[config.mk]
export PLATFORM = sky130hd
export DESIGN_NAME = exc_entry_seq
export DESIGN_NICKNAME = d
export VERILOG_FILES = /design/src/rtl/exc_entry_pkg.sv /design/src/rtl/exc_vec_sel.sv /design/src/rtl/exc_ccs_xform.sv /design/src/rtl/exc_ret_calc.sv /design/src/rtl/exc_entry_seq.sv
export SDC_FILE = /design/constraint.sdc
export NUM_CORES = 1
export LEC_CHECK = 0
export CAP_MARGIN = 20
export CORE_AREA = 2 2 182 184
export CTS_BUF_LIST = sky130_fd_sc_hd__clkbuf_8
export CTS_CLUSTER_DIAMETER = 80
export CTS_CLUSTER_SIZE = 16
export DETAILED_ROUTE_END_ITERATION = 10
export DIE_AREA = 0 0 184 186
export GPL_TIMING_DRIVEN = 0
export PLACE_DENSITY = 0.72
export SLEW_MARGIN = 20
export SYNTH_ARGS = -nofsm -noshare
export SYNTH_HDL_FRONTEND = slang
export SYNTH_HIERARCHICAL = 1
export SYNTH_SLANG_ARGS = --single-unit
export TNS_END_PERCENT = 1
[constraint.sdc]
create_clock -name clk -period 5.9 [get_ports clk]
set_input_delay 1.18 -clock clk [delete_from_list [all_inputs] [get_ports clk]]
set_output_delay 1.18 -clock clk [all_outputs]
set_load 0.02 [all_outputs]
[src/rtl/exc_entry_pkg.sv]
package exc_entry_pkg;

    typedef enum logic [1:0] {
        EV_BREAK = 2'd0,
        EV_NMI   = 2'd1,
        EV_BUSF  = 2'd2,
        EV_IRQ   = 2'd3
    } evt_e;

    typedef enum logic [2:0] {
        ST_IDLE  = 3'd0,
        ST_SAVE  = 3'd1,
        ST_FREQ  = 3'd2,
        ST_FWAIT = 3'd3,
        ST_DONE  = 3'd4
    } st_e;

endpackage

[src/rtl/exc_vec_sel.sv]
module exc_vec_sel
    import exc_entry_pkg::*;
#(
    parameter int VW = 8
) (
    input  evt_e          evt_i,
    input  logic [VW-1:0] trap_vec_i,
    input  logic [VW-1:0] fault_vec_i,
    input  logic [VW-1:0] irq_vec_i,
    output logic [VW-1:0] vec_o,
    output logic          to_nrp_o
);
    localparam logic [VW-1:0] NMI_VEC = '0;

    always_comb begin
        vec_o    = irq_vec_i;
        to_nrp_o = 1'b0;
        unique case (evt_i)
            EV_BREAK: vec_o = trap_vec_i;
            EV_NMI: begin
                vec_o    = NMI_VEC;
                to_nrp_o = 1'b1;
            end
            EV_BUSF:  vec_o = fault_vec_i;
            default:  vec_o = irq_vec_i;
        endcase
    end
endmodule

[src/rtl/exc_ccs_xform.sv]
module exc_ccs_xform #(
    parameter int XLEN       = 32,
    parameter int M_BIT      = 30,
    parameter int KEEP_TOP   = 2,
    parameter int MODE_SHIFT = 10
) (
    input  logic [XLEN-1:0] ccs_i,
    input  logic            clr_m_i,
    input  logic            legacy_i,
    output logic [XLEN-1:0] ccs_o
);
    localparam logic [XLEN-1:0] ONES     = {XLEN{1'b1}};
    localparam logic [XLEN-1:0] TOP_MASK = ~(ONES >> KEEP_TOP);
    localparam logic [XLEN-1:0] LOW_MASK = ~(ONES << MODE_SHIFT);
    localparam int              LSHIFT   = MODE_SHIFT + KEEP_TOP;

    logic [XLEN-1:0] cleared;
    logic [XLEN-1:0] moved;
    logic [XLEN-1:0] stacked;

    always_comb begin
        cleared = ccs_i;
        if (clr_m_i) begin
            cleared[M_BIT] = 1'b0;
        end
        moved   = (cleared << LSHIFT) >> KEEP_TOP;
        stacked = ((cleared & TOP_MASK) | moved) & ~LOW_MASK;
        ccs_o   = legacy_i ? cleared : stacked;
    end
endmodule

[src/rtl/exc_ret_calc.sv]
module exc_ret_calc #(
    parameter int XLEN    = 32,
    parameter int DSW     = 2,
    parameter int VW      = 8,
    parameter int EXS_LSB = 8
) (
    input  logic [XLEN-1:0] pc_i,
    input  logic [DSW-1:0]  dslot_i,
    input  logic            legacy_i,
    input  logic [VW-1:0]   vec_i,
    input  logic [XLEN-1:0] ebp_i,
    output logic [XLEN-1:0] ret_o,
    output logic [XLEN-1:0] exs_o,
    output logic [XLEN-1:0] tbl_addr_o
);
    localparam int PAD_D = XLEN - DSW;
    localparam int PAD_V = XLEN - VW;

    logic [XLEN-1:0] ds_ext;
    logic [XLEN-1:0] vec_ext;

    always_comb begin
        ds_ext     = {{PAD_D{1'b0}}, dslot_i};
        vec_ext    = {{PAD_V{1'b0}}, vec_i};
        ret_o      = legacy_i ? pc_i : (pc_i - ds_ext);
        exs_o      = vec_ext << EXS_LSB;
        tbl_addr_o = ebp_i + (vec_ext << 2);
    end
endmodule

[src/rtl/exc_entry_seq.sv]
module exc_entry_seq
    import exc_entry_pkg::*;
#(
    parameter int XLEN       = 32,
    parameter int VW         = 8,
    parameter int DSW        = 2,
    parameter int CVW        = 8,
    parameter int LEGACY_LIM = 32,
    parameter int U_BIT      = 6,
    parameter int M_BIT      = 30,
    parameter int KEEP_TOP   = 2,
    parameter int MODE_SHIFT = 10,
    parameter int EXS_LSB    = 8
) (
    input  logic            clk,
    input  logic            rst_n,
    input  logic            start_i,
    input  logic [1:0]      evt_i,
    input  logic [CVW-1:0]  core_ver_i,
    input  logic [VW-1:0]   trap_vec_i,
    input  logic [VW-1:0]   fault_vec_i,
    input  logic [VW-1:0]   irq_vec_i,
    input  logic [XLEN-1:0] pc_i,
    input  logic [DSW-1:0]  dslot_i,
    input  logic [XLEN-1:0] ccs_i,
    input  logic [XLEN-1:0] sp_i,
    input  logic [XLEN-1:0] ksp_i,
    input  logic [XLEN-1:0] ebp_i,
    output logic            erp_we_o,
    output logic            nrp_we_o,
    output logic [XLEN-1:0] ret_addr_o,
    output logic            exs_we_o,
    output logic [XLEN-1:0] exs_o,
    output logic            ccs_we_o,
    output logic [XLEN-1:0] ccs_o,
    output logic            usp_we_o,
    output logic [XLEN-1:0] usp_o,
    output logic            sp_we_o,
    output logic [XLEN-1:0] sp_o,
    output logic            dslot_clr_o,
    output logic            irq_lock_o,
    output logic            err_o,
    output logic            rd_req_o,
    output logic [XLEN-1:0] rd_addr_o,
    input  logic            rd_gnt_i,
    input  logic            rd_valid_i,
    input  logic [XLEN-1:0] rd_data_i,
    output logic            pc_we_o,
    output logic [XLEN-1:0] pc_o,
    output logic            done_o
);
    localparam logic [CVW-1:0] LEG_LIM = CVW'(LEGACY_LIM);

    typedef struct packed {
        evt_e            evt;
        logic            legacy;
        logic [VW-1:0]   trap_vec;
        logic [VW-1:0]   fault_vec;
        logic [VW-1:0]   irq_vec;
        logic [XLEN-1:0] pc;
        logic [DSW-1:0]  dslot;
        logic [XLEN-1:0] ccs;
        logic [XLEN-1:0] sp;
        logic [XLEN-1:0] ksp;
        logic [XLEN-1:0] ebp;
    } ctx_t;

    typedef struct packed {
        st_e             st;
        ctx_t            ctx;
        logic [XLEN-1:0] data;
    } seq_t;

    seq_t q, d;

    logic [VW-1:0]   vec;
    logic            to_nrp;
    logic [XLEN-1:0] ccs_new;
    logic [XLEN-1:0] ret_addr;
    logic [XLEN-1:0] exs_word;
    logic [XLEN-1:0] tbl_addr;
    logic            in_save;
    logic            bad_entry;
    logic            good_save;

    exc_vec_sel #(.VW(VW)) u_vec (
        .evt_i       (q.ctx.evt),
        .trap_vec_i  (q.ctx.trap_vec),
        .fault_vec_i (q.ctx.fault_vec),
        .irq_vec_i   (q.ctx.irq_vec),
        .vec_o       (vec),
        .to_nrp_o    (to_nrp)
    );

    exc_ccs_xform #(
        .XLEN(XLEN), .M_BIT(M_BIT), .KEEP_TOP(KEEP_TOP), .MODE_SHIFT(MODE_SHIFT)
    ) u_ccs (
        .ccs_i    (q.ctx.ccs),
        .clr_m_i  (to_nrp),
        .legacy_i (q.ctx.legacy),
        .ccs_o    (ccs_new)
    );

    exc_ret_calc #(
        .XLEN(XLEN), .DSW(DSW), .VW(VW), .EXS_LSB(EXS_LSB)
    ) u_ret (
        .pc_i       (q.ctx.pc),
        .dslot_i    (q.ctx.dslot),
        .legacy_i   (q.ctx.legacy),
        .vec_i      (vec),
        .ebp_i      (q.ctx.ebp),
        .ret_o      (ret_addr),
        .exs_o      (exs_word),
        .tbl_addr_o (tbl_addr)
    );

    // Next-state process
    always_comb begin
        d = q;
        unique case (q.st)
            ST_IDLE: begin
                if (start_i) begin
                    d.ctx.evt       = evt_e'(evt_i);
                    d.ctx.legacy    = (core_ver_i < LEG_LIM);
                    d.ctx.trap_vec  = trap_vec_i;
                    d.ctx.fault_vec = fault_vec_i;
                    d.ctx.irq_vec   = irq_vec_i;
                    d.ctx.pc        = pc_i;
                    d.ctx.dslot     = dslot_i;
                    d.ctx.ccs       = ccs_i;
                    d.ctx.sp        = sp_i;
                    d.ctx.ksp       = ksp_i;
                    d.ctx.ebp       = ebp_i;
                    d.st            = ST_SAVE;
                end
            end
            ST_SAVE: begin
                d.st = bad_entry ? ST_IDLE : ST_FREQ;
            end
            ST_FREQ: begin
                if (rd_gnt_i) begin
                    d.st = ST_FWAIT;
                end
            end
            ST_FWAIT: begin
                if (rd_valid_i) begin
                    d.data = rd_data_i;
                    d.st   = ST_DONE;
                end
            end
            ST_DONE: begin
                d.st = ST_IDLE;
            end
            default: d.st = ST_IDLE;
        endcase
    end

    always_ff @(posedge clk or negedge rst_n) begin
        if (!rst_n) begin
            q <= '0;
        end else begin
            q <= d;
        end
    end

    // Output decode
    always_comb begin
        in_save   = (q.st == ST_SAVE);
        bad_entry = in_save && q.ctx.legacy && (q.ctx.evt == EV_BUSF);
        good_save = in_save && !bad_entry;
    end

    assign erp_we_o    = good_save && !to_nrp;
    assign nrp_we_o    = good_save && to_nrp;
    assign ret_addr_o  = ret_addr;
    assign exs_we_o    = good_save && !q.ctx.legacy;
    assign exs_o       = exs_word;
    assign ccs_we_o    = good_save;
    assign ccs_o       = ccs_new;
    assign usp_we_o    = good_save && q.ctx.ccs[U_BIT];
    assign usp_o       = q.ctx.sp;
    assign sp_we_o     = good_save && q.ctx.ccs[U_BIT];
    assign sp_o        = q.ctx.ksp;
    assign dslot_clr_o = good_save && !q.ctx.legacy && (q.ctx.dslot != '0);
    assign irq_lock_o  = good_save && q.ctx.legacy;
    assign err_o       = bad_entry;
    assign rd_req_o    = (q.st == ST_FREQ);
    assign rd_addr_o   = tbl_addr;
    assign pc_we_o     = (q.st == ST_DONE);
    assign pc_o        = q.data;
    assign done_o      = (q.st == ST_DONE);

    // Assertions
    a_r2_ret_after_start: assert property (@(posedge clk) disable iff (!rst_n)
        (q.st == ST_IDLE && start_i) |=> ((erp_we_o ^ nrp_we_o) || err_o));

    a_r7_ccs_low_clear: assert property (@(posedge clk) disable iff (!rst_n)
        (ccs_we_o && !irq_lock_o) |-> (ccs_o[MODE_SHIFT-1:0] == '0));

    a_r4_exs_fields: assert property (@(posedge clk) disable iff (!rst_n)
        exs_we_o |-> ((exs_o[EXS_LSB-1:0] == '0) && (exs_o >> (EXS_LSB + VW)) == '0));

    a_r8_req_hold: assert property (@(posedge clk) disable iff (!rst_n)
        (rd_req_o && !rd_gnt_i) |=> (rd_req_o && $stable(rd_addr_o)));

    a_r8_done_after_valid: assert property (@(posedge clk) disable iff (!rst_n)
        done_o |-> $past(rd_valid_i));

    a_r8_done_pulse: assert property (@(posedge clk) disable iff (!rst_n)
        done_o |=> !done_o);

    a_r10_err_no_fetch: assert property (@(posedge clk) disable iff (!rst_n)
        err_o |=> (!rd_req_o && !err_o && !done_o));

    a_r11_ctx_frozen: assert property (@(posedge clk) disable iff (!rst_n)
        (q.st != ST_IDLE) |=> $stable(q.ctx));

endmodule

==> Word level (Yosys, flattened, before mapping) <==
Cells that the tools add are included.
{ "classes": {"add_sub_neg": 2, "n_lt_le_gt_ge": 1, "n_eq_ne": 9, "n_mux": 10, "n_bitwise": 1, "reduce_logical": 18} }
{ "op_table": {"columns": ["cell", "n"], "rows": [
  ["two-way mux 192 bit", 1],
  ["two-way mux 32 bit", 2],
  ["adder 32 x 10 -> 32 bit", 1],
  ["bitwise OR 32 x 30 -> 32 bit", 1],
  ["subtractor 32 x 2 -> 32 bit", 1],
  ["case mux 8 bit (3 select lines)", 1],
  ["case mux 3 bit (4 select lines)", 1],
  ["logical AND 1 bit", 9],
  ["less-than comparator 8 x 6 -> 1 bit, second input constant", 1],
  ["== test 3 x 2 -> 1 bit, second input constant", 2],
  ["two-way mux 3 bit", 2],
  ["!= test 2 bit, second input constant", 2],
  ["AND reduction 2 bit", 2],
  ["== test 3 x 1 -> 1 bit, second input constant", 1],
  ["== test 3 bit, second input constant", 1],
  ["logical NOT 1 bit", 3],
  ["logical NOT 3 bit", 1],
  ["AND reduction 3 bit", 1],
  ["== test 2 x 1 -> 1 bit, second input constant", 1],
  ["== test 2 bit, second input constant", 1],
  ["logical NOT 2 bit", 1],
  ["two-way mux 1 bit", 2],
  ["two-way mux 2 bit", 1],
  ["!= test 2 x 1 -> 1 bit, second input constant", 1],
  ["nonzero test 2 bit", 1]
]} }
{ "word_totals": {"register_bits": 224, "in_bits": 233, "out_inout_bits": 236, "elab_cells": 54} }

==> Longest topological paths before layout <==
Gate-level depths: netlist of the first run.
{ "logic_depth": {"word_depth": 7, "mapped_depth": 12, "mapped_depth_nobuf": 10} }

==> Cells and area by module <==
Netlist of the first run, hierarchy kept.
{ "modules_own_cells": {"columns": ["module", "instances", "cells_per_inst", "area_per_inst_um2", "seq_area_each_um2"], "rows": [
  ["exc_entry_seq", 1, 592, 9250.1, 5605.4],
  ["exc_ret_calc", 1, 231, 1660.3, 0.0],
  ["exc_ccs_xform", 1, 35, 404.1, 0.0],
  ["exc_vec_sel", 1, 21, 260.2, 0.0]
]} }

==> Worst setup path before layout of the first run <==
Ideal clock, no wire load.
{ "synth_path": {"kind": "register -> output", "from": "register q[220] in the netlist's numbering", "to": "output port rd_addr_o[24]", "arrival_ns": 2.956, "required_time_ns": 4.720, "setup_slack_ns": 1.764, "path_stages_with_launch": 13, "path_buffers": 2, "path_cell_list": "dfrtp_1 > buf_6 > and2_4 > buf_12 > o2bb2ai_2 > ha_1 > inv_1 > fa_1 > nand2b_1 > a21o_1 > a211oi_1 > nand4_1 > xnor2_1"} }
{ "synth_between": {"elab_chain_len": 3, "elab_cells_between_ends": 5, "classes_between": "1 x add/sub; 2 x eq/ne; 1 x mux; 1 x reduce/logical"} }
{ "synth_rtl": {"columns": ["element", "line_no", "rtl"], "rows": [
  ["start: declaration", "exc_entry_seq.sv:74", "seq_t q, d;"],
  ["start signal: assignment", "exc_entry_seq.sv:160", "q <= '0;"],
  ["start signal: assignment", "exc_entry_seq.sv:162", "q <= d;"],
  ["== test 2 bit, or another cell as far along", "exc_vec_sel.sv:18", "unique case (evt_i)"],
  ["case mux 8 bit (3 select lines) *", "exc_vec_sel.sv:18", null],
  ["net vec[0]", "exc_entry_seq.sv:76", "logic [VW-1:0] vec;"],
  ["adder 32 x 10 -> 32 bit *", "exc_ret_calc.sv:27", "tbl_addr_o = ebp_i + (vec_ext << 2);"],
  ["end: declaration", "exc_entry_seq.sv:44", "output logic [XLEN-1:0] rd_addr_o,"]
]} }
Mark *: on every way through the listed nets, which the timed path passes. The rest lies on a longest branch.

==> Final worst setup path of the first run <==
{ "layout_path": {"from": "register q[219] in the netlist's numbering", "to": "output port rd_addr_o[22]"} }
The elaborated chain is that of the path after synthesis.

==> impl_metrics.yaml, run 1 <==
run_status:
  outcome: "finished, final reports clean"
synthesis:
  synth_instances: 879
  ys_top_cells_by_area: "dfrtp_1, mux2_2, buf_4"
  main_flop_type_after_synthesis: "dfrtp_1"
  synthMostInstantiatedCell: "dfrtp_1"
  synth_top_area_frac: 0.484
  synth_cell_type_count: 52
  post_synth_most_frequent_cells: "dfrtp_1, mux2_2, buf_4"
  ys_seq_elements: 224
  post_synth_instance_area_um2: 11600
  postSynthAreaPerCell_um2: 13.2
  yosysTopAreaCell: "dfrtp_1"
  synth_warnings: 6
  synth-seq-area-share: 0.484
  synth_edf_count: 0
  async_flop_share: 1.00
detailed_routing:
  detail_route.first_pass.iterations: 4
  antenna_left: 0
  overall_via_count_from_detail_route: 8145
  finalWirelength_um: 32400
  detailedRoute.firstIterationViolations: 188
  avgRoutedWirePerCell_um: 18.2
  avgViaCountPerCell: 4.58
  drc: 0
layout:
  layout.nets: 1608
  area.growth.synth_to_final_pct: 46.5
  final_layout_size_suffix_gt1_frac: 0.324
sta:
  fin_worst_skew_ns: 0.0122
  final.period_utilization: 0.925
  fmax_mhz: 183
  timing.final.max_slew_violations: 0
  finalSetupTns_ns: 0
  period_needed_ns: 5.46
  fin_hold_ws_ns: 0.497
  worst_slew_margin_rel: 0.530
  timing.final.hold_violations: 0
  rsz0062_at_grt: "false"
  setup_ws_ns: 0.443
  tightest_slew_ns: 0.703
  setup_viol: 0
setup_path:
  cpPeakStageDelay_ns: 0.67
  reg2reg_setup_slack_ns: 3.99
  worst_setup_path_start_kind: "register"
  cp_slowest_cell: "clkdlybuf4s50_1"
  path_cells: "buf_6, and2_4, buf_12, o2bb2ai_2, ha_1, inv_1, fa_1, nand2b_1, a21o_1, a211oi_2, nand2_1, xnor2_1, clkdlybuf4s50_1"
  worstPathArrival_ns: 4.28
  setup.worst_path.class: "reg2out"
  critPathTopFamily: "buffers and inverters"
  timing.critical_path.required_ns: 4.72
  worst_setup_path_end_kind: "output pin"
  path_buf_inv: 4
  cp_max_fo: 10
pwr:
  worst_ir_drop_on_vdd_mv: 0.371
  cellInternalPower_mw: 6.28
  power.switching_fraction: 0.389
  power_frac_clock: 0.085
  power.sequential.fraction: 0.281
  power_density_nw_per_um2: 607
  combPwrFrac: 0.634
  switchingPower_mw: 4.01
  leakage_nw: 7.21
  power_mw: 10.3
die:
  core-area_um2: 32200
  io_pins: 469
  die_height_um: 186
  die_area_um2: 34200
  initial_utilization: 0.359
  fp.dieW_um: 184
  placementRows: 66
place:
  place.port_buffers: 439
  placement.setup.worst_slack_ns: 0.660
  detailedPlacementHpwl_um: 25400
  gp_congestion: 0.805
clock_network:
  cts.htree.levels: 1
  tritoncts.num_buffers: 18
  clk-insertion-delay-late_ns: 0.53
  total_number_of_clock_tree_sinks: 224
  tritoncts: "done"
  clk_transition_reported_paths_ns: 0.10
  cts_hold_buf: 0
  clk_path_buf_depth: 3
  ctsRootBufferMaster: "clkbuf_8"
run:
  max-cap-violations: 0
min_path:
  worst_hold_path_type: "reg2reg"
global_route:
  grt_usage: 0.184
  grt_start_max_net_pins: 83
  grt_pass1_wl_um: 48700
  antenna_violations_before_repair: 3
  grt_pass1_vias: 8587
  grt-ovfl-total: 0
[routing by layer]
metal	up-vias	GRT usage	routed length [um]
met2	289	0.331	16300
met1	3956	0.207	12500
met4	2	0.0579	955
li1	3853	-	-
met5	-	0	13
met3	45	0.0581	2680
[cells in the final DEF (no fill, tap or decap), types with 3 or more instances in the layout]
cell               n
clkdlybuf4s50_1  438
dfrtp_1          224
mux2_2           211
buf_4            141
xnor2_1           33
conb_1            24
clkbuf_8          20
mux2_4            20
xor2_1            20
nor2_1            19
nand2_1           18
and2_1            15
nand4_1           12
inv_1             11
buf_8             10
mux2_1            10
a21oi_1           10
ha_1              10
or3_1              9
buf_6              8
mux2i_1            8
o2bb2ai_2          8
nor3_1             7
nor2b_1            6
nand2b_1           6
or4_1              6
buf_2              5
o21ai_0            5
and3_1             4
nand3_1            4
a21o_1             3
clkbuf_1           3
or4_4              3
[registers in the layout, indices dropped and copies added (netlist names)]
| name | count |
|---|---|
| usp_o | 32 |
| q | 128 |
| sp_o | 32 |
| pc_o | 32 |
[power groups by stage]
stage	combinational (mW)	sequential [mW]	clock, mW
5_1_grt	6.93	3.02	0.976
3_5_place_dp	6.57	2.93	0
3_3_place_gp	6.50	2.89	0
6_report	6.52	2.89	0.876
2_1_floorplan	4.07	2.76	0
4_1_cts	6.60	2.90	0.934
[what timing repair did]
item                       in CTS  in global routing
resized for setup               0                  1
buffers inserted                0                  0
setup endpoints to repair       0                  5
[path summary, 6_finish.rpt]
check	end	startpoint	cells after the start
setup / recovery	rd_addr_o[22]	q[219]	13
hold / removal	sp_o[6]	sp_o[6]	1
setup reg to reg	q[222]	q[221]	4
hold reg to reg	sp_o[6]	sp_o[6]	1
max in group asynchronous	q[137]	rst_n	2
min in group asynchronous	q[35]	rst_n	1
[cell families after synthesis]
family,Yosys count,share of synthesized area
AO/OA/AOI/OAI,36,0.0255
other,1,0.000324
flip-flops,224,0.484
XOR/XNOR,55,0.0429
multiplexers,249,0.248
adder cells (fa/ha/maj),12,0.0143
AND/OR/NAND/NOR,124,0.0641
buffers and inverters,178,0.121
[final cells by class]
type                       count  area (um^2)
antenna                        2         5.00
buffer                       168         1360
clock buffer                  20          275
clock inverter                 4         47.5
fill                        2833        15200
inverter                      10         37.5
multi-input combinational    500         4660
sequential                   224         5610
tap                          408          510
timing repair buffer         441         4450
[metrics by stage]
step           std cells   util  instance area (um^2)
2_1_floorplan        902      -                 11700
3_3_place_gp        1749  0.514                 16600
3_5_place_dp        1751  0.516                 16600
4_1_cts             1775  0.526                 16900
5_1_grt             1776  0.526                 17000
6_report            1777  0.527                 17000
No activity file was read; power rests on OpenSTA's default activity.
==> run 2: changes to the inputs <==
Settings changed: CORE_AREA 2 2 182 184 to 2 2 180 182, DIE_AREA 0 0 184 186 to 0 0 182 184, DONT_BUFFER_PORTS from default to 1, PLACE_DENSITY 0.72 to 0.54.
==> impl_metrics.yaml, run 2 (synthesis results as in run 1) <==
place:
  placed_cells: 1304
  place.port_buffers: 0
  detailedPlacementHpwl_um: 22000
  placed_cell_area_um2: 12200
  gp_congestion: 0.749
detailed_routing:
  detailedRoute.firstIterationViolations: 246
  avgViaCountPerCell: 4.86
  overall_via_count_from_detail_route: 6455
  drc: 0
  finalWirelength_um: 28600
  antenna_left: 0
  detail_route.first_pass.iterations: 4
  avgRoutedWirePerCell_um: 21.5
setup_path:
  worstReg2RegStart: "q[221]"
  worst_setup_path_end_kind: "output pin"
  cp_max_fo: 10
  reg2reg_setup_slack_ns: 4.02
  timing.critical_path.required_ns: 4.72
  worst_r2r_path_depth: 4
  setup.worst_path.class: "reg2out"
  reg2reg_to: "q[222]"
  worstPathArrival_ns: 3.98
  worst_setup_path_start_kind: "register"
sta:
  rsz0062_at_grt: "false"
  setup_viol: 0
  fmax_mhz: 194
  finalSetupTns_ns: 0
  timing.final.max_slew_violations: 0
  timing.final.hold_violations: 0
  tightest_slew_ns: 0.883
  final.period_utilization: 0.874
  period_needed_ns: 5.16
  fin_worst_skew_ns: 0.0220
  worst_slew_margin_rel: 0.405
layout:
  area.growth.synth_to_final_pct: 7.37
  register_area_um2: 5610
  max_flop_register: "q"
  layout_commonest_cell: "dfrtp_1"
  multi_input_comb_area_um2: 4660
  num-fill-cells: 3029
  layout.nets: 1167
  stdcell_count: 1329
  design_area_um2: 12400
  final_layout_size_suffix_gt1_frac: 0.473
  final_cell_mix: "dfrtp_1, mux2_2, buf_4, xnor2_1, conb_1"
  largest_reg_flops: 128
die:
  initial_utilization: 0.369
  die_height_um: 184
  io_pins: 469
  core-area_um2: 31400
  placementRows: 65
  fp.dieW_um: 182
  die_area_um2: 33500
global_route:
  grt-ovfl-total: 0
  grt_usage: 0.163
  grt_pass1_wl_um: 41900
  grt_start_max_net_pins: 225
  grt_pass1_vias: 6756
  antenna_violations_before_repair: 10
clock_network:
  clk_path_buf_depth: 3
  cts_resized: 0
  clk_transition_reported_paths_ns: 0.10
  cts_hold_buf: 0
  tritoncts: "done"
  clk-insertion-delay-late_ns: 0.55
  cts.htree.levels: 1
  total_number_of_clock_tree_sinks: 224
  ctsRootBufferMaster: "clkbuf_8"
  postcts_setup_bufs: 0
  tritoncts.num_buffers: 17
pwr:
  power_density_nw_per_um2: 669
  power_mw: 8.32
  leakage_nw: 5.44
  worst_ir_drop_on_vdd_mv: 0.407
run_status:
  outcome: "finished, final reports clean"
run:
  max-cap-violations: 0
min_path:
  worst_hold_path_type: "in2async"
run 2: cell types whose count changed in the layout (fill, tap and decap cells not counted), moves of 2 or more:
cell             before  now
clkdlybuf4s50_1     438    0
buf_16                2    0
clkbuf_8             20   17
diode_2               2    6
run 2: per-stage QoR:
stage          setup slack [ns]   util  hold WS [ns]
6_report                  0.743  0.396         0.317
5_1_grt                   0.503  0.396         0.262
4_1_cts                   0.304  0.395         0.270
3_5_place_dp              0.935  0.388         0.480
3_3_place_gp              0.945  0.387         0.472
2_1_floorplan              1.76      -         0.459
run 2: worst max-delay path, cell delays in order, from the launching register on:
cell and delay [ns]:
dfrtp_1 0.39, buf_6 0.18, and2_4 0.17, buf_12 0.12
o2bb2ai_2 0.12, ha_1 0.23, inv_1 0.07, fa_1 0.39
nand2b_1 0.18, a21o_1 0.19, a211oi_1 0.39, buf_2 0.26
nand4_1 0.15, xnor2_1 0.58
run 2: power breakdown:
group	internal (mW)	total (mW)	switching, mW
combinational	2.04	4.64	2.60
sequential	2.32	2.91	0.589
clock	0.262	0.766	0.504
run 2: per-layer routing:
metal	share of wire	up-vias	routed length, um	track usage
met5	0.00088	-	25	0
met4	0.022	4	623	0.0413
met3	0.085	28	2440	0.0571
met2	0.52	269	14800	0.300
met1	0.37	3202	10600	0.177
li1	-	2952	-	-
run 2: area by class of cell:
type / instances / area share
flip-flops and latches: 224 / 0.451
multi-input cells: 500 / 0.375
plain buffers: 168 / 0.109
well taps: 402 / 0.0405
clock buffers: 17 / 0.0188
inverters: 10 / 0.00302
diodes: 6 / 0.00121
clock inverters: 1 / 0.000604
repair buffers: 1 / 0.000403
run 2: worst max-delay path by stage:
stage,slack (ns),from,endpoint,depth (start not counted)
finish,0.74,q[219],rd_addr_o[28],13
global route,0.50,q[220],rd_addr_o[28],13
CTS,0.30,q[220],rd_addr_o[28],12
detailed placement,0.94,q[220],rd_addr_o[28],12
global placement,0.94,q[220],rd_addr_o[20],12
floorplan,1.76,q[220],rd_addr_o[24],12
